===== src/rtl/mdio_pkg.sv =====
package mdio_pkg;

  localparam int PRE_BITS   = 32;
  localparam int FIELD_W    = 5;
  localparam int DATA_BITS  = 16;
  localparam int FRAME_BITS = PRE_BITS + 4 + 2 * FIELD_W + 2 + DATA_BITS;

  // word select (host_addr[3:2])
  localparam logic [1:0] SEL_CFG  = 2'd0;
  localparam logic [1:0] SEL_CTL  = 2'd1;
  localparam logic [1:0] SEL_DATA = 2'd2;
  localparam logic [1:0] SEL_ADDR = 2'd3;

  // configuration word bit positions
  localparam int CFG_BUSY   = 0;
  localparam int CFG_ERR    = 1;
  localparam int CFG_C45    = 6;
  localparam int CFG_DIV_LO = 8;
  localparam int CFG_NEG    = 23;
  localparam int CTL_READ   = 15;

  typedef enum logic [1:0] {
    FR_ADDR  = 2'd0,
    FR_WRITE = 2'd1,
    FR_READ  = 2'd2
  } frame_kind_t;

  function automatic logic [FRAME_BITS-1:0] make_frame(
    input logic                 c45,
    input frame_kind_t          kind,
    input logic [FIELD_W-1:0]   pa,
    input logic [FIELD_W-1:0]   ra,
    input logic [DATA_BITS-1:0] payload
  );
    logic [1:0] st;
    logic [1:0] op;
    logic [1:0] ta;
    st = c45 ? 2'b00 : 2'b01;
    ta = (kind == FR_READ) ? 2'b11 : 2'b10;
    case (kind)
      FR_ADDR: op = 2'b00;
      FR_READ: op = c45 ? 2'b11 : 2'b10;
      default: op = 2'b01;
    endcase
    return {{PRE_BITS{1'b1}}, st, op, pa, ra, ta, payload};
  endfunction

endpackage


===== src/rtl/mdio_clkgen.sv =====
module mdio_clkgen #(
  parameter int DIV_W = 8
) (
  input  logic             clk,
  input  logic             rst_n,
  input  logic             run,
  input  logic [DIV_W-1:0] half,
  output logic             mdc,
  output logic             rise_ev,
  output logic             fall_ev
);

  logic [DIV_W-1:0] cnt_q, cnt_d, lim;
  logic             mdc_q, mdc_d, tick;

  always_comb begin
    lim   = (half == '0) ? DIV_W'(1) : half;
    tick  = run && (cnt_q == lim - DIV_W'(1));
    cnt_d = cnt_q;
    mdc_d = mdc_q;
    if (!run) begin
      cnt_d = '0;
      mdc_d = 1'b0;
    end else if (tick) begin
      cnt_d = '0;
      mdc_d = ~mdc_q;
    end else begin
      cnt_d = cnt_q + DIV_W'(1);
    end
  end

  always_ff @(posedge clk or negedge rst_n) begin
    if (!rst_n) begin
      cnt_q <= '0;
      mdc_q <= 1'b0;
    end else begin
      cnt_q <= cnt_d;
      mdc_q <= mdc_d;
    end
  end

  assign mdc     = mdc_q;
  assign rise_ev = tick & ~mdc_q;
  assign fall_ev = tick &  mdc_q;

endmodule


===== src/rtl/mdio_shifter.sv =====
module mdio_shifter
  import mdio_pkg::*;
(
  input  logic                  clk,
  input  logic                  rst_n,
  input  logic                  start,
  input  logic                  start_read,
  input  logic [FRAME_BITS-1:0] start_frame,
  input  logic                  neg_mode,
  input  logic                  rise_ev,
  input  logic                  fall_ev,
  input  logic                  mdio_i,
  output logic                  busy,
  output logic                  mdio_o,
  output logic                  mdio_oe,
  output logic                  rd_done,
  output logic                  rd_err,
  output logic [DATA_BITS-1:0]  rd_data
);

  localparam int CNT_W = $clog2(FRAME_BITS + 1);
  localparam logic [CNT_W-1:0] LAST   = CNT_W'(FRAME_BITS);
  localparam logic [CNT_W-1:0] DFIRST = CNT_W'(FRAME_BITS - DATA_BITS);
  localparam logic [CNT_W-1:0] TA2    = CNT_W'(FRAME_BITS - DATA_BITS - 1);
  localparam logic [CNT_W-1:0] REL    = CNT_W'(FRAME_BITS - DATA_BITS - 2);

  logic                  busy_q, busy_d;
  logic [FRAME_BITS-1:0] sr_q, sr_d;
  logic [CNT_W-1:0]      slot_q, slot_d;
  logic [CNT_W-1:0]      rises_q, rises_d;
  logic                  rd_q, rd_d;
  logic                  tabad_q, tabad_d;
  logic [DATA_BITS-1:0]  cap_q, cap_d;
  logic                  launch, done_ev;

  assign launch  = neg_mode ? fall_ev : rise_ev;
  assign done_ev = busy_q && fall_ev && (rises_q == LAST);

  always_comb begin
    busy_d  = busy_q;
    sr_d    = sr_q;
    slot_d  = slot_q;
    rises_d = rises_q;
    rd_d    = rd_q;
    tabad_d = tabad_q;
    cap_d   = cap_q;
    if (start) begin
      busy_d  = 1'b1;
      sr_d    = start_frame;
      slot_d  = '0;
      rises_d = '0;
      rd_d    = start_read;
      tabad_d = 1'b0;
    end else if (busy_q) begin
      if (rise_ev) begin
        rises_d = rises_q + CNT_W'(1);
        if (rises_q == TA2 && mdio_i)
          tabad_d = 1'b1;
        if (rises_q >= DFIRST && rises_q < LAST)
          cap_d = {cap_q[DATA_BITS-2:0], mdio_i};
      end
      if (done_ev) begin
        busy_d = 1'b0;
      end else if (launch) begin
        sr_d   = {sr_q[FRAME_BITS-2:0], 1'b0};
        slot_d = slot_q + CNT_W'(1);
      end
    end
  end

  always_ff @(posedge clk or negedge rst_n) begin
    if (!rst_n) begin
      busy_q  <= 1'b0;
      sr_q    <= '0;
      slot_q  <= '0;
      rises_q <= '0;
      rd_q    <= 1'b0;
      tabad_q <= 1'b0;
      cap_q   <= '0;
    end else begin
      busy_q  <= busy_d;
      sr_q    <= sr_d;
      slot_q  <= slot_d;
      rises_q <= rises_d;
      rd_q    <= rd_d;
      tabad_q <= tabad_d;
      cap_q   <= cap_d;
    end
  end

  assign busy    = busy_q;
  assign mdio_o  = sr_q[FRAME_BITS-1];
  assign mdio_oe = busy_q && (slot_q < LAST) && !(rd_q && slot_q >= REL);
  assign rd_done = done_ev && rd_q;
  assign rd_err  = tabad_q;
  assign rd_data = cap_q;

endmodule


===== src/rtl/mdio_regs.sv =====
module mdio_regs
  import mdio_pkg::*;
#(
  parameter int               DIV_W     = 8,
  parameter logic [DIV_W-1:0] DIV_RESET = DIV_W'(129)
) (
  input  logic                  clk,
  input  logic                  rst_n,
  input  logic                  host_req,
  input  logic                  host_wr,
  input  logic [3:0]            host_addr,
  input  logic [31:0]           host_wdata,
  output logic [31:0]           host_rdata,
  input  logic                  busy,
  input  logic                  rd_done,
  input  logic                  rd_err_in,
  input  logic [DATA_BITS-1:0]  rd_cap,
  output logic                  start,
  output logic                  start_read,
  output logic [FRAME_BITS-1:0] start_frame,
  output logic                  cfg_neg,
  output logic [DIV_W-1:0]      cfg_div
);

  logic                 c45_q, c45_d;
  logic                 neg_q, neg_d;
  logic [DIV_W-1:0]     div_q, div_d;
  logic                 ctlrd_q, ctlrd_d;
  logic [FIELD_W-1:0]   pa_q, pa_d, ra_q, ra_d;
  logic [DATA_BITS-1:0] data_q, data_d, addr_q, addr_d;
  logic                 err_q, err_d;
  logic                 acc;
  logic [1:0]           sel;
  frame_kind_t          kind;
  logic [FIELD_W-1:0]   fr_pa, fr_ra;
  logic [DATA_BITS-1:0] payload;
  logic                 unused_bits;

  assign acc = host_req && host_wr && !busy;
  assign sel = host_addr[3:2];
  assign unused_bits = ^{host_wdata[31:24], host_wdata[22:16], host_addr[1:0]};

  // frame launch decode
  always_comb begin
    start   = 1'b0;
    kind    = FR_WRITE;
    fr_pa   = pa_q;
    fr_ra   = ra_q;
    payload = host_wdata[DATA_BITS-1:0];
    if (acc) begin
      case (sel)
        SEL_DATA: start = 1'b1;
        SEL_ADDR: begin
          start = c45_q;
          kind  = FR_ADDR;
        end
        SEL_CTL: begin
          start   = host_wdata[CTL_READ];
          kind    = FR_READ;
          fr_pa   = host_wdata[2*FIELD_W-1:FIELD_W];
          fr_ra   = host_wdata[FIELD_W-1:0];
          payload = '1;
        end
        default: start = 1'b0;
      endcase
    end
    start_read  = start && (kind == FR_READ);
    start_frame = make_frame(c45_q, kind, fr_pa, fr_ra, payload);
  end

  // register next state
  always_comb begin
    c45_d   = c45_q;
    neg_d   = neg_q;
    div_d   = div_q;
    ctlrd_d = ctlrd_q;
    pa_d    = pa_q;
    ra_d    = ra_q;
    data_d  = data_q;
    addr_d  = addr_q;
    err_d   = err_q;
    if (acc) begin
      case (sel)
        SEL_CFG: begin
          c45_d = host_wdata[CFG_C45];
          neg_d = host_wdata[CFG_NEG];
          div_d = host_wdata[CFG_DIV_LO +: DIV_W];
        end
        SEL_CTL: begin
          ctlrd_d = host_wdata[CTL_READ];
          pa_d    = host_wdata[2*FIELD_W-1:FIELD_W];
          ra_d    = host_wdata[FIELD_W-1:0];
        end
        SEL_DATA: data_d = host_wdata[DATA_BITS-1:0];
        default:  addr_d = host_wdata[DATA_BITS-1:0];
      endcase
    end
    if (start_read) begin
      err_d = 1'b0;
    end else if (rd_done) begin
      err_d  = rd_err_in;
      data_d = rd_err_in ? '1 : rd_cap;
    end
  end

  always_ff @(posedge clk or negedge rst_n) begin
    if (!rst_n) begin
      c45_q   <= 1'b0;
      neg_q   <= 1'b0;
      div_q   <= DIV_RESET;
      ctlrd_q <= 1'b0;
      pa_q    <= '0;
      ra_q    <= '0;
      data_q  <= '0;
      addr_q  <= '0;
      err_q   <= 1'b0;
    end else begin
      c45_q   <= c45_d;
      neg_q   <= neg_d;
      div_q   <= div_d;
      ctlrd_q <= ctlrd_d;
      pa_q    <= pa_d;
      ra_q    <= ra_d;
      data_q  <= data_d;
      addr_q  <= addr_d;
      err_q   <= err_d;
    end
  end

  // read mux
  always_comb begin
    host_rdata = '0;
    case (sel)
      SEL_CFG: begin
        host_rdata[CFG_BUSY]                = busy;
        host_rdata[CFG_ERR]                 = err_q;
        host_rdata[CFG_C45]                 = c45_q;
        host_rdata[CFG_DIV_LO +: DIV_W]     = div_q;
        host_rdata[CFG_NEG]                 = neg_q;
      end
      SEL_CTL: begin
        host_rdata[CTL_READ]                = ctlrd_q;
        host_rdata[2*FIELD_W-1:FIELD_W]     = pa_q;
        host_rdata[FIELD_W-1:0]             = ra_q;
      end
      SEL_DATA: host_rdata[DATA_BITS-1:0]   = data_q;
      default:  host_rdata[DATA_BITS-1:0]   = addr_q;
    endcase
  end

  assign cfg_neg = neg_q;
  assign cfg_div = div_q;

endmodule


===== src/rtl/mdio_master.sv =====
module mdio_master
  import mdio_pkg::*;
#(
  parameter int               DIV_W     = 8,
  parameter logic [DIV_W-1:0] DIV_RESET = DIV_W'(129)
) (
  input  logic        clk,
  input  logic        rst_n,
  input  logic        host_req,
  input  logic        host_wr,
  input  logic [3:0]  host_addr,
  input  logic [31:0] host_wdata,
  output logic [31:0] host_rdata,
  output logic        mdc,
  output logic        mdio_o,
  output logic        mdio_oe,
  input  logic        mdio_i
);

  logic                  rst_meta, rst_sync_n;
  logic                  busy, start, start_read;
  logic [FRAME_BITS-1:0] start_frame;
  logic                  cfg_neg;
  logic [DIV_W-1:0]      cfg_div;
  logic                  rise_ev, fall_ev;
  logic                  rd_done, rd_err;
  logic [DATA_BITS-1:0]  rd_data;

  // asynchronous assert, synchronous release
  always_ff @(posedge clk or negedge rst_n) begin
    if (!rst_n) begin
      rst_meta   <= 1'b0;
      rst_sync_n <= 1'b0;
    end else begin
      rst_meta   <= 1'b1;
      rst_sync_n <= rst_meta;
    end
  end

  mdio_regs #(.DIV_W(DIV_W), .DIV_RESET(DIV_RESET)) u_regs (
    .clk         (clk),
    .rst_n       (rst_sync_n),
    .host_req    (host_req),
    .host_wr     (host_wr),
    .host_addr   (host_addr),
    .host_wdata  (host_wdata),
    .host_rdata  (host_rdata),
    .busy        (busy),
    .rd_done     (rd_done),
    .rd_err_in   (rd_err),
    .rd_cap      (rd_data),
    .start       (start),
    .start_read  (start_read),
    .start_frame (start_frame),
    .cfg_neg     (cfg_neg),
    .cfg_div     (cfg_div)
  );

  mdio_clkgen #(.DIV_W(DIV_W)) u_clk (
    .clk     (clk),
    .rst_n   (rst_sync_n),
    .run     (busy),
    .half    (cfg_div),
    .mdc     (mdc),
    .rise_ev (rise_ev),
    .fall_ev (fall_ev)
  );

  mdio_shifter u_shift (
    .clk         (clk),
    .rst_n       (rst_sync_n),
    .start       (start),
    .start_read  (start_read),
    .start_frame (start_frame),
    .neg_mode    (cfg_neg),
    .rise_ev     (rise_ev),
    .fall_ev     (fall_ev),
    .mdio_i      (mdio_i),
    .busy        (busy),
    .mdio_o      (mdio_o),
    .mdio_oe     (mdio_oe),
    .rd_done     (rd_done),
    .rd_err      (rd_err),
    .rd_data     (rd_data)
  );

endmodule


===== config.mk =====
export PLATFORM = sky130hd
export DESIGN_NAME = mdio_master
export DESIGN_NICKNAME = d
export VERILOG_FILES = /design/src/rtl/mdio_pkg.sv /design/src/rtl/mdio_clkgen.sv /design/src/rtl/mdio_shifter.sv /design/src/rtl/mdio_regs.sv /design/src/rtl/mdio_master.sv
export SDC_FILE = /design/constraint.sdc
export NUM_CORES = 1
export LEC_CHECK = 0
export BUFFER_PORTS_ARGS = -buffer_cell sky130_fd_sc_hd__buf_2
export CAP_MARGIN = 20
export CORE_MARGIN = 2
export CORE_UTILIZATION = 25
export CTS_BUF_LIST = sky130_fd_sc_hd__clkbuf_4 sky130_fd_sc_hd__clkbuf_8
export CTS_CLUSTER_SIZE = 40
export DETAILED_ROUTE_END_ITERATION = 8
export SKIP_LAST_GASP = 1
export SYNTH_ARGS = -nofsm -noshare
export SYNTH_HDL_FRONTEND = slang
export SYNTH_HIERARCHICAL = 1
export SYNTH_SLANG_ARGS = --single-unit

===== constraint.sdc =====
create_clock -name clk -period 6.92 [get_ports clk]
set_clock_uncertainty 0.05 [all_clocks]
set_input_delay 0.346 -clock clk [delete_from_list [all_inputs] [get_ports clk]]
set_output_delay 0.346 -clock clk [all_outputs]
set_load 0.01 [all_outputs]

# After elaboration in Yosys (flattened, before gate mapping)
# Cells that the tools add are included.
[op_classes]
n_addsub = 4
order_cmp = 4
n_eq_ne = 9
mux = 53
n_bitwise = 5
n_reduce_logical = 30
[op_table]
columns = ["operator", "n"]
rows = [
  ["$mux 64", 4],
  ["$mux 16", 7],
  ["$mux 7", 7],
  ["$mux 8", 3],
  ["$mux 5", 4],
  ["$mux 1", 17],
  ["$pmux 5 s3", 1],
  ["$add 7x1->7 const B", 2],
  ["$ge 7x6->1 const B", 2],
  ["$lt 7x7->1 const B", 2],
  ["$logic_and 1x1->1", 12],
  ["$pmux 1 s3", 4],
  ["$pmux 2 s3", 2],
  ["$pmux 4 s3", 1],
  ["$reduce_bool 2->1", 5],
  ["$add 8x1->8 const B", 1],
  ["$eq 8x8->1", 1],
  ["$logic_not 8->1", 1],
  ["$pmux 2 s2", 2],
  ["$reduce_and 2->1", 4],
  ["$sub 8x1->8 const B", 1],
  ["$eq 7x6->1 const B", 1],
  ["$eq 7x7->1 const B", 1],
  ["$eq 2x2->1 const B", 3],
  ["11 further kinds", 17],
]
[totals]
register_bits = 162
in_bits = 41
wordCells = 125

# Depth between registers and ports, before layout
[depth]
depth_word = 11
mapped_depth = 15
mapped_depth_nobuf = 14

# Hierarchy
# The synthesis kept the hierarchy.
[modules_own_cells]
columns = ["module", "instances", "cells_each", "area_each_um2", "seq_area_each_um2"]
rows = [
  ["mdio_shifter", 1, 494, 4793.3, 2427.3],
  ["mdio_regs", 1, 294, 3248.1, 1353.8],
  ["mdio_clkgen", 1, 74, 683.2, 225.2],
  ["mdio_master", 1, 3, 53.8, 50.0],
]

# Worst setup path before layout
# No wires, ideal clock.
[synth_path]
path_type = "register -> register"
from = "register u_regs.div_q[2] (netlist: u_regs/cfg_div[2])"
to = "register u_regs.data_q[10]"
setup_time_ns = 0.138
t_arrival_ns = 3.496
t_required_ns = 6.732
setup_slack_ns = 3.236
path_stages_with_launch = 16
path_buffers = 1
period_less_slack_ns = 3.684
cell_sequence = "dfrtp_1 > nor3_4 > a31oi_1 > ha_1 > xor2_1 > o221ai_1 > nor3b_1 > nand4_1 > nor2_2 > and3_1 > nand4b_1 > nor4_1 > inv_1 > clkbuf_1 > a2111oi_0 > a31oi_1"
[synth_between]
elab_chain_cells = 11
[synth_rtl]
columns = ["item", "line_no", "text"]
rows = [
  ["start: declaration", "mdio_regs.sv:27", "logic [DIV_W-1:0] div_q, div_d;"],
  ["start signal: assignment", "mdio_regs.sv:120", "div_q <= div_d;"],
  ["$logic_not 8->1", "mdio_clkgen.sv:17", "lim = (half == '0) ? DIV_W'(1) : half;"],
  ["$mux 8 *", "mdio_clkgen.sv:17", ""],
  ["$sub 8x1->8 *", "mdio_clkgen.sv:18", "tick = run && (cnt_q == lim - DIV_W'(1));"],
  ["$eq 8x8->1 *", "mdio_clkgen.sv:18", ""],
  ["$logic_and 1x1->1 *", "mdio_clkgen.sv:18", ""],
  ["$and 1x1->1 *", "mdio_clkgen.sv:44", "assign fall_ev = tick & mdc_q;"],
  ["named net fall_ev", "mdio_master.sv:25", "logic rise_ev, fall_ev;"],
  ["$logic_and 1x1->1 * (2 in series)", "mdio_shifter.sv:37", "assign done_ev = busy_q && fall_ev && (rises_q == LAST);"],
  ["$logic_and 1x1->1 *", "mdio_shifter.sv:94", "assign rd_done = done_ev && rd_q;"],
  ["named net rd_done", "mdio_master.sv:26", "logic rd_done, rd_err;"],
  ["$mux 16 *", "mdio_regs.sv:100", "end else if (rd_done) begin"],
  ["$mux 16 *", "mdio_regs.sv:98", "if (start_read) begin"],
  ["named net u_regs.data_d[10]", "mdio_regs.sv:30", "logic [DATA_BITS-1:0] data_q, data_d, addr_q, addr_d;"],
  ["end signal: assignment", "mdio_regs.sv:124", "data_q <= data_d;"],
  ["end: declaration", "mdio_regs.sv:30", ""],
]
# The timed path passes the listed nets; every way through them passes the cells marked *.
# A chain may end at the register's enable or synchronous reset.

# Worst setup path after layout
[layout_path]
from = "register u_regs.div_q[7] (netlist: u_regs/cfg_div[7])"
to = "register u_regs.data_q[8]"
# The elaborated chain is that of the path after synthesis.

==> impl_summary.txt <==
----------------------------------------------------
[Global route]
  Met3 Usage GRT ... 0.0185
  Global-route layer with the greatest usage ... met2
  Number of antenna violations at the first check in global routing ... 0
  Vias in the first global route ... 6,314
  Wire length of the first global-routing pass ... around 34,000 µm
  Met2 layer usage reported by global route ... 0.176
  Gr ovfl total ... 0
  Met1 track demand over resource ... 0.161
  Largest net degree at the start of global routing ... 76
  All-layer global routing usage ... 0.114

[Layout]
  Area used by multi-input combinational logic ... about 4200 µm²
  Layout cells sized above 1 ... 0.223
  Inserted Diodes ... 0
  Nets ... about 900
  Final Instance Count excl. Fillers ... between 1,000 and 1,500
  Area occupied by registers ... between 4000 and 5000 µm²
  Area Growth Syn to Fin ... 9.61%
  Fillcell total ... 3,720

[Logic synthesis]
  Count leader, synth ... sky130_fd_sc_hd__dfrtp_1
  Post-synthesis adder-cell area fraction ... 0.00713
  Share of the synthesized area in the top cell type ... 0.456
  Avg Synthesized Cell Area ... approximately 10 µm²
  Predominant post-synthesis flop cell ... sky130_fd_sc_hd__dfrtp_1
  Fraction of registers with async set or reset after synthesis ... 1.00
  Area fraction in and, or, nand and nor cells after synthesis ... 0.126
  Area of the mapped netlist ... 8780 µm²
  Number of enable flip-flop cells after synthesis ... 0
  Commonest cells in the synthesized netlist ... 160 x sky130_fd_sc_hd__dfrtp_1, 85 x sky130_fd_sc_hd__o21ai_0, 82 x sky130_fd_sc_hd__a31oi_1
  Compound-cell area share of the yosys netlist ... 0.191
  Flip-flop and latch count after synthesis ... around 160
  Synth Area in XOR/XNOR ... 0.0200
  Main combinational cell family by area after synthesis ... compound AO/OA/AOI/OAI gates
  Share of synthesized area spent on multiplexers ... 0.105
  Distinct cells, synth ... 64
  Sequential fraction of the synthesis area ... 0.462
  Post-synthesis instance total ... a little under 900
  Largest cells by area after synthesis ... sky130_fd_sc_hd__dfrtp_1 46%, sky130_fd_sc_hd__mux2_2 8.2%, sky130_fd_sc_hd__a31oi_1 5.8%
  Number of warning messages in the yosys log ... 6
  Cell taking the most area after synthesis ... sky130_fd_sc_hd__dfrtp_1

[Worst setup path]
  Critical path data required time ... around 7.2 ns
  Buf/Inv on CP ... 1
  Critical Path Source Type ... register
  Family with the most delay on the worst path ... simple AND/OR/NAND/NOR gates
  Cell type of the slowest stage on the worst timing path ... sky130_fd_sc_hd__a2111oi_0
  Largest incremental delay on the critical path ... between 0.7 and 0.8 ns
  Critical Path Sink Type ... register
  CP max FO ... 16
  Type of the worst setup path ... reg2reg
  Endpoint arrival time on the critical path ... 5.00 ns
  Cells along the critical path ... nor3_1 > a31oi_1 > ha_1 > nor3b_1 > o221ai_1 > nor3b_1 > nand4_1 > nor2_2 > and3_1 > nand4b_1 > nor4_1 > inv_1 > a2111oi_0 > a31oi_1
  Worst reg-to-reg setup slack ... about 2.2 ns

[Drt]
  Total length of routed wires ... 20,200 µm
  Number of routed nets with antenna violations ... 0
  Ratio of routed vias to standard cells ... between 4 and 5
  Routed length per instance ... 15.1 µm
  Vias ... about 6,400
  Number of iterations in the first detailed-routing pass ... 4
  Starting DRC count in detailed routing ... just under 500
  Post-detailed-route DRC marker count ... 0

[Place]
  Total instance count after detailed placement ... between 1,000 and 1,500
  Setup WS pre-CTS ... 2.24 ns
  Post-detailed-placement half-perimeter wirelength ... 12,600 µm
  Final weighted congestion in routability-driven placement ... about 0.76
  I/O Buffers ... between 40 and 50

[Clock network]
  TritonCTS clock tree ... built
  Clk root buf ... sky130_fd_sc_hd__clkbuf_8
  Count of clock tree sinks ... 162
  Longest Clk Path Bufs ... 2
  Number of resized instances in the post-cts repair step ... 0
  Num CTS Buffers ... 17
  Number of post-CTS setup repair buffers ... 0
  Clk pin slew, worst setup/hold paths ... around 0.080 ns
  Worst-Skew Late Latency ... ~0.45 ns
  H-tree depth ... 4

[STA]
  Final Setup Violations ... 0
  Final hold vios ... 0
  Setup repair after global routing missed its margin ... no
  Count of final max-slew check failures ... 0
  Total negative setup slack ... 0 ns
  Upper clock frequency limit ... ~210 MHz
  Post-route setup slack ... 2.15 ns
  Worst-margin pin slew ... 0.961 ns
  Time the worst path needs with I/O delays and setup ... between 4 and 5 ns
  Max-Slew Margin vs Limit ... 0.360
  Portion of the clock cycle consumed by the worst path in the final layout ... 0.689

[Power and ir drop]
  Maximum VDD drop ... approximately 160 µV
  Post-route total power ... 2.54 mW
  Leakage Power ... ~4 nW
  Pwr dens ... approximately 260 nW/µm²

[Floorplanning]
  Width of the chip ... about 190 µm
  Standard cell core area ... between 30,000 and 40,000 µm²
  Height of the die ... roughly 190 µm
  Number of ports placed on the die boundary ... 76
  Die area ... roughly 37,000 µm²
  Starting utilization of the core area ... 0.254
  Core Rows ... between 60 and 70

[Min path]
  Min-delay worst type ... in2reg

[Run status]
  Outcome ... completed

[Run]
  MaxCap Viol Count ... 0

----------------------------------------------------
==> registers in the layout, indices dropped and copies added, names as in the netlist, 5 cells and up <==
signal           count
u_regs/pa_q          5
u_shift/rd_data     16
u_regs/cfg_div       8
u_shift/sr_q        64
u_shift/rises_q      7
u_clk/cnt_q          8
u_shift/slot_q       7
u_regs/ra_q          5
u_regs/data_q       16
u_regs/addr_q       16
==> stage by stage <==
| step | hold WS (ns) | area (µm²) | utilization |
|---|---|---|---|
| 6_report | 0.0878 | 9620 | 0.279 |
| 5_1_grt | 0.0647 | 9620 | 0.279 |
| 4_1_cts | 0.0593 | 9600 | 0.278 |
| 3_5_place_dp | 0.0865 | 9170 | 0.265 |
| 3_3_place_gp | 0.0812 | 9140 | 0.265 |
| 2_1_floorplan | 0.000409 | 8950 | - |
==> worst paths after layout <==
path	startpoint	to	cells past startpoint
setup / recovery	u_regs/cfg_div[7]$_DFFE_PN1P_	u_regs/data_q[8]$_DFF_PN0_	14
hold / removal	host_wdata[23]	u_regs/cfg_neg$_DFFE_PN0P_	2
setup reg to reg	u_regs/cfg_div[7]$_DFFE_PN1P_	u_regs/data_q[8]$_DFF_PN0_	14
hold reg to reg	rst_sync_n$_DFF_PN0_	u_regs/data_q[12]$_DFF_PN0_	0
max in group asynchronous	rst_sync_n$_DFF_PN0_	u_shift/sr_q[22]$_DFFE_PN0P_	1
min in group asynchronous	rst_n	rst_meta$_DFF_PN0_	2
==> metal layers <==
| layer | share of wire | vias to the layer above |
|---|---|---|
| met1 | 0.49 | 3189 |
| met2 | 0.46 | 109 |
| li1 | - | 3059 |
| met4 | 0.015 | 0 |
| met3 | 0.030 | 18 |
| met5 | 0 | - |
==> cell families (layout without fill, tap and decap cells) <==
| family | after synthesis | in the layout |
|---|---|---|
| AO/OA/AOI/OAI | 282 | 282 |
| XOR/XNOR | 20 | 20 |
| adder cells (fa/ha/maj) | 5 | 5 |
| buffers and inverters | 131 | 102 |
| flip-flops | 162 | 162 |
| multiplexers | 76 | 76 |
| other | 3 | 50 |
| AND/OR/NAND/NOR | 186 | 186 |
==> where the power goes <==
group,internal [mW],total [mW],leakage [nW],switching (mW)
sequential,1.17,1.34,1.94,0.170
combinational,0.219,0.460,1.82,0.241
clock,0.404,0.734,0.219,0.330
==> cell type report <==
class / instances / area share
Tap cell: 455 / 0.0592
Clock inverter: 6 / 0.0112
Multi-Input combinational cell: 619 / 0.432
Timing Repair Buffer: 59 / 0.0385
Clock buffer: 26 / 0.0326
Inverter: 11 / 0.00429
Sequential cell: 162 / 0.422
==> cells in the final DEF (no fill, tap or decap), types with 13 or more instances in the layout <==
master,n
sky130_fd_sc_hd__a21oi_1,69
sky130_fd_sc_hd__buf_2,43
sky130_fd_sc_hd__dfrtp_1,159
sky130_fd_sc_hd__o21ai_0,85
sky130_fd_sc_hd__clkbuf_8,19
sky130_fd_sc_hd__a31oi_1,82
sky130_fd_sc_hd__or2_2,17
sky130_fd_sc_hd__nand3_1,24
sky130_fd_sc_hd__buf_4,13
sky130_fd_sc_hd__nor2_1,27
sky130_fd_sc_hd__a2111oi_0,16
sky130_fd_sc_hd__conb_1,50
sky130_fd_sc_hd__mux2_2,64
sky130_fd_sc_hd__nor2b_1,66
==> repair_timing <==
item | CTS | global route
hold endpoints to repair | 2 | 0
setup endpoints to repair | 0 | 0
hold buffers | 1 | 0
(Power assumes the default switching activity.)
